File: src/rtl/alu8_pkg.sv
package alu8_pkg;
   localparam int OP_W   = 5;
   localparam int NFLAGS = 8;
   // status register bit positions (flag set/clear index decodes these)
   localparam int FC = 0;
   localparam int FZ = 1;
   localparam int FN = 2;
   localparam int FV = 3;
   localparam int FS = 4;
   localparam int FH = 5;
   localparam int FT = 6;
   localparam int FU = 7;

   typedef enum logic [OP_W-1:0] {
      OP_ADD   = 5'd0,
      OP_ADDC  = 5'd1,
      OP_SUB   = 5'd2,
      OP_SUBC  = 5'd3,
      OP_NEG   = 5'd4,
      OP_AND   = 5'd5,
      OP_OR    = 5'd6,
      OP_XOR   = 5'd7,
      OP_INC   = 5'd8,
      OP_DEC   = 5'd9,
      OP_NOT   = 5'd10,
      OP_SHL   = 5'd11,
      OP_SHR   = 5'd12,
      OP_ROL   = 5'd13,
      OP_ROR   = 5'd14,
      OP_ASR   = 5'd15,
      OP_SWAP  = 5'd16,
      OP_FSET  = 5'd17,
      OP_FCLR  = 5'd18,
      OP_TSTO  = 5'd19,
      OP_TLOAD = 5'd20,
      OP_WADD  = 5'd21,
      OP_WSUB  = 5'd22
   } alu_op_e;

   function automatic logic is_word_op(logic [OP_W-1:0] op);
      return (op == OP_WADD) || (op == OP_WSUB);
   endfunction
endpackage

File: src/rtl/alu8_addsub.sv
module alu8_addsub #(
   parameter int W = 8
) (
   input  logic [W-1:0] x,
   input  logic [W-1:0] y,
   input  logic         cin,   // carry in for add, borrow in for subtract
   input  logic         sub,
   output logic [W-1:0] r,
   output logic         c,     // carry out or borrow out
   output logic         h,     // carry or borrow out of the low half
   output logic         v
);
   localparam int HB = W / 2;

   logic [W-1:0] y_eff;
   logic         ci;
   logic [W:0]   full;
   logic [HB:0]  low;

   always_comb begin
      y_eff = sub ? ~y : y;
      ci    = sub ? ~cin : cin;
      full  = {1'b0, x} + {1'b0, y_eff} + {{W{1'b0}}, ci};
      low   = {1'b0, x[HB-1:0]} + {1'b0, y_eff[HB-1:0]} + {{HB{1'b0}}, ci};
      r     = full[W-1:0];
      c     = sub ? ~full[W] : full[W];
      h     = sub ? ~low[HB] : low[HB];
      v     = (x[W-1] == y_eff[W-1]) && (r[W-1] != x[W-1]);
   end
endmodule

File: src/rtl/alu8_shift.sv
module alu8_shift import alu8_pkg::*; #(
   parameter int W = 8
) (
   input  alu_op_e      op,
   input  logic [W-1:0] a,
   input  logic         cin,
   output logic [W-1:0] r,
   output logic         cout
);
   always_comb begin
      r    = a;
      cout = cin;
      unique case (op)
         OP_SHL: begin r = {a[W-2:0], 1'b0};   cout = a[W-1]; end
         OP_SHR: begin r = {1'b0, a[W-1:1]};   cout = a[0];   end
         OP_ROL: begin r = {a[W-2:0], cin};    cout = a[W-1]; end
         OP_ROR: begin r = {cin, a[W-1:1]};    cout = a[0];   end
         OP_ASR: begin r = {a[W-1], a[W-1:1]}; cout = a[0];   end
         default: ;
      endcase
   end
endmodule

File: src/rtl/alu8_byteops.sv
module alu8_byteops import alu8_pkg::*; #(
   parameter int W = 8
) (
   input  alu_op_e           op,
   input  logic [W-1:0]      a,
   input  logic [W-1:0]      b,
   input  logic [2:0]        sel,
   input  logic [NFLAGS-1:0] f,
   output logic [W-1:0]      r,
   output logic [NFLAGS-1:0] nf,
   output logic [NFLAGS-1:0] mask
);
   localparam int HB = W / 2;
   localparam logic [W-1:0] MSB_ONLY = {1'b1, {(W-1){1'b0}}};
   localparam logic [NFLAGS-1:0] M_ARITH = NFLAGS'((1 << FC) | (1 << FZ) | (1 << FN) |
                                                  (1 << FV) | (1 << FS) | (1 << FH));
   localparam logic [NFLAGS-1:0] M_ZNVS  = NFLAGS'((1 << FZ) | (1 << FN) | (1 << FV) | (1 << FS));
   localparam logic [NFLAGS-1:0] M_CZNVS = M_ZNVS | NFLAGS'(1 << FC);

   logic [W-1:0] as_x, as_y, as_r, sh_r, sw_r;
   logic         as_cin, as_sub, as_c, as_h, as_v, sh_c;

   always_comb begin
      as_sub = (op == OP_SUB) || (op == OP_SUBC) || (op == OP_NEG);
      as_x   = (op == OP_NEG) ? '0 : a;
      as_y   = (op == OP_NEG) ? a : b;
      as_cin = ((op == OP_ADDC) || (op == OP_SUBC)) ? f[FC] : 1'b0;
   end

   alu8_addsub #(.W(W)) u_addsub (
      .x(as_x), .y(as_y), .cin(as_cin), .sub(as_sub),
      .r(as_r), .c(as_c), .h(as_h), .v(as_v)
   );

   alu8_shift #(.W(W)) u_shift (
      .op(op), .a(a), .cin(f[FC]), .r(sh_r), .cout(sh_c)
   );

   for (genvar i = 0; i < HB; i++) begin : g_swap
      assign sw_r[i]      = a[i + HB];
      assign sw_r[i + HB] = a[i];
   end

   always_comb begin
      r    = a;
      nf   = f;
      mask = '0;
      unique case (op)
         OP_ADD, OP_ADDC, OP_SUB, OP_SUBC, OP_NEG: begin
            r      = as_r;
            nf[FC] = as_c;
            nf[FH] = as_h;
            nf[FV] = as_v;
            mask   = M_ARITH;
         end
         OP_AND: begin r = a & b; nf[FV] = 1'b0; mask = M_ZNVS; end
         OP_OR:  begin r = a | b; nf[FV] = 1'b0; mask = M_ZNVS; end
         OP_XOR: begin r = a ^ b; nf[FV] = 1'b0; mask = M_ZNVS; end
         OP_INC: begin r = a + W'(1); nf[FV] = (r == MSB_ONLY);  mask = M_ZNVS; end
         OP_DEC: begin r = a - W'(1); nf[FV] = (r == ~MSB_ONLY); mask = M_ZNVS; end
         OP_NOT: begin
            r      = ~a;
            nf[FC] = 1'b1;
            nf[FV] = 1'b0;
            mask   = M_CZNVS;
         end
         OP_SHL, OP_SHR, OP_ROL, OP_ROR, OP_ASR: begin
            r      = sh_r;
            nf[FC] = sh_c;
            nf[FV] = sh_r[W-1] ^ sh_c;
            mask   = M_CZNVS;
         end
         OP_SWAP:  r = sw_r;
         OP_FSET:  begin nf[sel] = 1'b1; mask[sel] = 1'b1; end
         OP_FCLR:  begin nf[sel] = 1'b0; mask[sel] = 1'b1; end
         OP_TSTO:  begin nf[FT] = a[sel]; mask[FT] = 1'b1; end
         OP_TLOAD: r[sel] = f[FT];
         default: ;
      endcase
      if (mask[FZ] && mask[FN]) begin
         nf[FN] = r[W-1];
         nf[FZ] = (op == OP_SUBC) ? ((~|r) & f[FZ]) : ~|r;
      end
      if (mask[FN] && mask[FV]) nf[FS] = nf[FN] ^ nf[FV];
   end
endmodule

File: src/rtl/alu8_flags_core.sv
module alu8_flags_core import alu8_pkg::*; #(
   parameter int W         = 8,
   parameter int IMM_W     = 6,
   parameter bit HCARRY_EN = 1'b1
) (
   input  logic              clk,
   input  logic              rst_n,
   input  logic              in_valid_i,
   input  logic [OP_W-1:0]   op_i,
   input  logic [W-1:0]      a_i,
   input  logic [W-1:0]      b_i,
   input  logic [IMM_W-1:0]  imm_i,
   input  logic [2:0]        sel_i,
   output logic              in_ready_o,
   output logic              out_valid_o,
   output logic [W-1:0]      res_o,
   output logic [W-1:0]      res_hi_o,
   output logic [NFLAGS-1:0] flags_o
);
   if (W < 8 || (W % 2) != 0) begin : g_bad_w
      $error("alu8_flags_core: W must be even and at least 8");
   end
   if (IMM_W < 1 || IMM_W >= W) begin : g_bad_imm
      $error("alu8_flags_core: IMM_W must lie in 1..W-1");
   end

   alu_op_e           op;
   logic [NFLAGS-1:0] flags_q, b_nf, b_mask, eff_mask;
   logic [W-1:0]      b_res, res_q, res_hi_q;
   logic              vld_q, wbusy_q, w_cy_q, w_sub_q;
   logic [W-1:0]      w_lo_q, w_hi_q;
   logic [W-1:0]      lo_r, hi_r;
   logic              lo_c, lo_h, lo_v, hi_c, hi_h, hi_v;

   assign op = alu_op_e'(op_i);

   alu8_byteops #(.W(W)) u_byte (
      .op(op), .a(a_i), .b(b_i), .sel(sel_i), .f(flags_q),
      .r(b_res), .nf(b_nf), .mask(b_mask)
   );

   if (HCARRY_EN) begin : g_hc_on
      assign eff_mask = b_mask;
   end else begin : g_hc_off
      assign eff_mask = b_mask & ~NFLAGS'(1 << FH);
   end

   // word path: low byte at acceptance, high byte in the following cycle
   alu8_addsub #(.W(W)) u_wlo (
      .x(a_i), .y({{(W-IMM_W){1'b0}}, imm_i}), .cin(1'b0), .sub(op == OP_WSUB),
      .r(lo_r), .c(lo_c), .h(lo_h), .v(lo_v)
   );

   alu8_addsub #(.W(W)) u_whi (
      .x(w_hi_q), .y('0), .cin(w_cy_q), .sub(w_sub_q),
      .r(hi_r), .c(hi_c), .h(hi_h), .v(hi_v)
   );

   always_ff @(posedge clk or negedge rst_n) begin
      if (!rst_n) begin
         flags_q  <= '0;
         res_q    <= '0;
         res_hi_q <= '0;
         vld_q    <= 1'b0;
         wbusy_q  <= 1'b0;
         w_lo_q   <= '0;
         w_hi_q   <= '0;
         w_cy_q   <= 1'b0;
         w_sub_q  <= 1'b0;
      end else begin
         vld_q <= 1'b0;
         if (wbusy_q) begin
            wbusy_q     <= 1'b0;
            vld_q       <= 1'b1;
            res_q       <= w_lo_q;
            res_hi_q    <= hi_r;
            flags_q[FC] <= hi_c;
            flags_q[FZ] <= (~|hi_r) & (~|w_lo_q);
            flags_q[FN] <= hi_r[W-1];
            flags_q[FV] <= hi_v;
            flags_q[FS] <= hi_r[W-1] ^ hi_v;
         end else if (in_valid_i) begin
            if (is_word_op(op_i)) begin
               wbusy_q <= 1'b1;
               w_lo_q  <= lo_r;
               w_hi_q  <= b_i;
               w_cy_q  <= lo_c;
               w_sub_q <= (op == OP_WSUB);
            end else begin
               vld_q    <= 1'b1;
               res_q    <= b_res;
               res_hi_q <= '0;
               flags_q  <= (flags_q & ~eff_mask) | (b_nf & eff_mask);
            end
         end
      end
   end

   assign in_ready_o  = ~wbusy_q;
   assign out_valid_o = vld_q;
   assign res_o       = res_q;
   assign res_hi_o    = res_hi_q;
   assign flags_o     = flags_q;
endmodule

File: config.mk
export PLATFORM = sky130hd
export DESIGN_NAME = alu8_flags_core
export DESIGN_NICKNAME = d
export VERILOG_FILES = /design/src/rtl/alu8_pkg.sv /design/src/rtl/alu8_addsub.sv /design/src/rtl/alu8_shift.sv /design/src/rtl/alu8_byteops.sv /design/src/rtl/alu8_flags_core.sv
export SDC_FILE = /design/constraint.sdc
export NUM_CORES = 1
export LEC_CHECK = 0
export CAP_MARGIN = 0
export CORE_UTILIZATION = 55
export CTS_CLUSTER_DIAMETER = 50
export DETAILED_ROUTE_END_ITERATION = 6
export GPL_TIMING_DRIVEN = 1
export MAX_ROUTING_LAYER = met4
export PLACE_DENSITY = 0.78
export SLEW_MARGIN = 10
export SYNTH_ARGS = -nofsm -noshare
export SYNTH_HDL_FRONTEND = slang
export SYNTH_HIERARCHICAL = 1
export SYNTH_SLANG_ARGS = --single-unit
File: constraint.sdc
create_clock -name clk -period 4.91 [get_ports clk]
set_clock_uncertainty 0.15 [all_clocks]
set_input_delay 0.982 -clock clk [delete_from_list [all_inputs] [get_ports clk]]
set_output_delay 0.982 -clock clk [all_outputs]
set_load 0.05 [all_outputs]
# Yosys cells after proc, flatten, opt, wreduce, memory -nomap -nowiden
# Index checks and enable logic that the tools add are counted.
# classes
add_sub_neg,10
order_cmp,2
eq_ne,29
n_mux,49
n_bitwise,26
n_reduce_logical,28
# op_table
operator,n
8-bit 2-to-1 mux,11
8-bit one-hot mux with 10 select lines,1
"5-bit by 4-bit equality test with 1-bit output, second input constant",8
8-bit one-hot mux with 5 select lines,1
"5-bit equality test, second input constant",7
8-bit AND,4
8-bit inverter,4
8-bit by 8-bit adder with 9-bit output,3
9-bit by 1-bit adder with 9-bit output,3
8-bit OR,3
6-bit one-hot mux with 4 select lines,1
8-bit OR reduction,3
"5-bit by 3-bit equality test with 1-bit output, second input constant",4
1-bit 2-to-1 mux,19
5-bit 2-to-1 mux,3
5-bit OR reduction,3
"5-bit by 2-bit equality test with 1-bit output, second input constant",2
"8-bit by 1-bit adder with 8-bit output, second input constant",1
8-bit bitwise mux,1
"8-bit by 7-bit equality test with 1-bit output, second input constant",1
"8-bit equality test, second input constant",1
1-bit inverter,8
6-bit inverter with 8-bit output,1
1-bit one-hot mux with 2 select lines,4
30 further kinds,47
# totals
reg_bits,44
inputBits,33
out_inout_bits,26
wordCells,154

# Longest topological paths before layout
# depth
ltp_word,19
mapped_depth,22
ltp_nobuf,19

# By module
# The synthesis kept the hierarchy.
# modules_own_cells
module,n_inst,cells_each,area_per_inst_um2,seq_area_each_um2
alu8_byteops,1,361,2277.2,0.0
alu8_flags_core,1,161,1873.0,1101.1
alu8_addsub at u_byte.u_addsub ...,2,50,424.2,0.0
alu8_addsub at u_wlo,1,50,426.7,0.0
alu8_shift,1,46,317.8,0.0

# Least setup slack after synthesis
# OpenSTA, ideal clock, no wires.
# synth_timing
kind,input to register
from,in op_i[3]
to,reg with a tool-made name
setup_ps,78
t_arrival_ps,5132
t_required_ps,4682
slack_ps,-449
cell_stages,21
path_buffers,3
path_cell_list,buf_2 -> nor3_1 -> clkbuf_1 -> nand2_1 -> clkbuf_1 -> o21ai_0 -> xor2_1 -> fa_1 -> a211oi_1 -> o21bai_1 -> o22ai_1 -> xnor2_1 -> nor3b_1 -> a22oi_1 -> o221ai_1 -> o41ai_1 -> a21oi_2 -> or2_2 -> o41ai_2 -> o31ai_1 -> a21oi_1
# synth_lines
item,line_no,source
from (decl),alu8_flags_core.sv:9,"input logic [OP_W-1:0] op_i,"

==> out/results.tsv <==
stage	metric	value	unit
outcome	status	finished with violations	
outcome	violations	DRC	
grt	antenna_found_initial	0	
finish	final_core_util	71.2	%
critical_path	crit_family	compound AO/OA/AOI/OAI gates	
routing	drcViolationCount	8	
grt	gr-total-overflow	0	
timing	fin_crit	4580	ps
place	port_buffers	58	
routing	wirelength	21100	microns
clocking	cts_tree	done	
critical_path	critPathArrivalTime	4680	ps
timing	finalSetupViolations	0	
die	start_util	57.6	%
routing	drtAntennaViolNets	0	
place	gp_congestion	0.986	
timing	post-route-period-util	93.3	%
clocking	cts_buffer_depth	2	
power	pwr_density_cell	264	mW/mm^2
yosys	synth_area	0.00570	sq mm
finish	layout_commonest_cell	buf_4	
power	pwr-share-clk	16.1	%
critical_path	critical_path_required	5010	ps
timing	fmax	218	MHz
clocking	cts_sinks	44	
finish	multiInputGateArea	0.00436	sq mm
finish	fillers	794	
power	vdd_drop_max	0.157	mV
grt	grt_pass1_wl	32700	microns
power	finalPower	1.86	mW
power	p_leak	3.09	nW
critical_path	cp_common_cell	o41ai_2	
timing	tightest_slew	1010	ps
routing	wire_per_inst	22.1	microns
finish	antenna_cells	0	
clocking	clockRootBuffer	clkbuf_8	
critical_path	reg2reg_slack	1080	ps
worst_hold_path	hp-class	flip-flop to flip-flop	
die	die_x	104	microns
power	comb_power_share	55.4	%
routing	drt-initial-drc-count	702	
clocking	clkLatencyLatePin	320	ps
die	die-area	0.0108	sq mm
routing	routed-via-count	6344	
power	power.internal	1.04	mW
finish	layout_common_cells	85 x buf_4, 63 x nand2_1, 52 x o21ai_0, 52 x clkdlybuf4s50_1, 48 x a21oi_1	
grt	grt_max_degree	45	
critical_path	crit_path_start	op_i[2]	
critical_path	cp_slowest_stage_delay	350	ps
critical_path	start_kind	input pin	
critical_path	worstSetupPathType	input pin to flip-flop	
routing	drt_first_pass_iters	7	
timing	relSlewSlack	32.5	%
timing	rsz0062_at_grt	false	
finish	design_area	0.00705	sq mm
grt	grt_use_total	39.8	%
routing	viasPerCell	6.64	
yosys	yosys_warnings	6	
power	switching_power	825	uW
power	swShare	44.3	%
die	fp.dieH	104	microns
place	dpl.hpwl	15900	microns
finish	drive_gt1_share	18.1	%
die	core	0.00991	sq mm
timing	maxSlewViolCount	0	
timing	fin_tns_setup	0	ps
finish	syn2layout_area_growth	23.6	%
flow_run	drv_cap	0	
critical_path	path_buf_inv	2	
power	p_seq_share	28.5	%
critical_path	critPathMaxFanout	6	
finish	regArea	0.00110	sq mm
critical_path	r2r_cells	17	
place	dpl_cell_area	0.00682	sq mm
die	io_pins	59	
clocking	htree_levels	2	
critical_path	endpoint_kind	flip-flop	
grt	grt_pass1_vias	5987	
die	num_rows	36	
yosys	syn_area_per_cell	8.00	sq um
clocking	numCtsBuffers	5	
finish	nets	902	
critical_path	path_cells	dlymetal6s2s_1, nor2b_4, nand2_2, buf_4, nand2_1, o21ai_2, xor2_2, ha_1, a211oi_2, o21bai_1, o22ai_2, xnor2_1, nor3b_1, a22oi_1, o221ai_2, o41ai_2, a21oi_2, or2_2, o41ai_2, o31ai_1, a21oi_1	
timing	timing.hold.ws	367	ps
yosys	syn-instance-count	713	
timing	hold_violations	0	
critical_path	slowest_stage	ha_1	
critical_path	cp.depth	21	
clocking	clk_pin_slew	110	ps
[cell type report]
type / count / share of cell area (%)
timing repair buffer: 143 / 17.1
clock buffer: 5 / 0.976
sequential: 44 / 15.6
tap: 133 / 2.36
multi-input combinational: 599 / 61.8
clock inverter: 3 / 0.656
inverter: 29 / 1.54
[worst min-delay path by stage]
stage                                     start               endpoint  slack [ps]  depth (start not counted)
after floorplan           w_hi_q[2]$_DFFE_PN0P_  w_hi_q[2]$_DFFE_PN0P_         310                          1
after global routing      w_hi_q[6]$_DFFE_PN0P_  w_hi_q[6]$_DFFE_PN0P_         390                          1
final                     w_hi_q[6]$_DFFE_PN0P_  w_hi_q[6]$_DFFE_PN0P_         370                          1
after CTS                 w_hi_q[6]$_DFFE_PN0P_  w_hi_q[6]$_DFFE_PN0P_         360                          1
after detailed placement  w_hi_q[6]$_DFFE_PN0P_  w_hi_q[6]$_DFFE_PN0P_         340                          1
after global placement    w_hi_q[3]$_DFFE_PN0P_  w_hi_q[3]$_DFFE_PN0P_         330                          1
[metal layers]
layer / global-route usage [%] / part of all wire (%) / vias to the layer above
li1: - / - / 2834
met1: 51.7 / 40 / 2998
met2: 63.0 / 46 / 421
met3: 4.15 / 9.1 / 91
met4: 16.9 / 4.4 / 0
met5: - / 0 / -
[power groups by stage]
stage | clock, mW | sequential, mW | combinational [mW]
6_report | 0.300 | 0.530 | 1.03
5_1_grt | 0.315 | 0.535 | 1.09
4_1_cts | 0.300 | 0.524 | 0.992
3_5_place_dp | 0 | 0.531 | 0.985
3_3_place_gp | 0 | 0.525 | 0.955
2_1_floorplan | 0 | 0.602 | 0.551
[what timing repair did]
action	in CTS	in global routing
buffers inserted	3	6
hold buffers	0	0
endpoints found under the setup margin	3	6
pin swaps	5	14
gates resized for setup	5	25
[per-stage QoR]
| stage | std cells | worst slack (ps) |
|---|---|---|
| after floorplan | 723 | 1.77 |
| after global placement | 939 | -256 |
| after detailed placement | 939 | -445 |
| after CTS | 950 | 3.90 |
| after global routing | 956 | 77.3 |
| final | 956 | 330 |
Power figures use the tool's default switching activity.
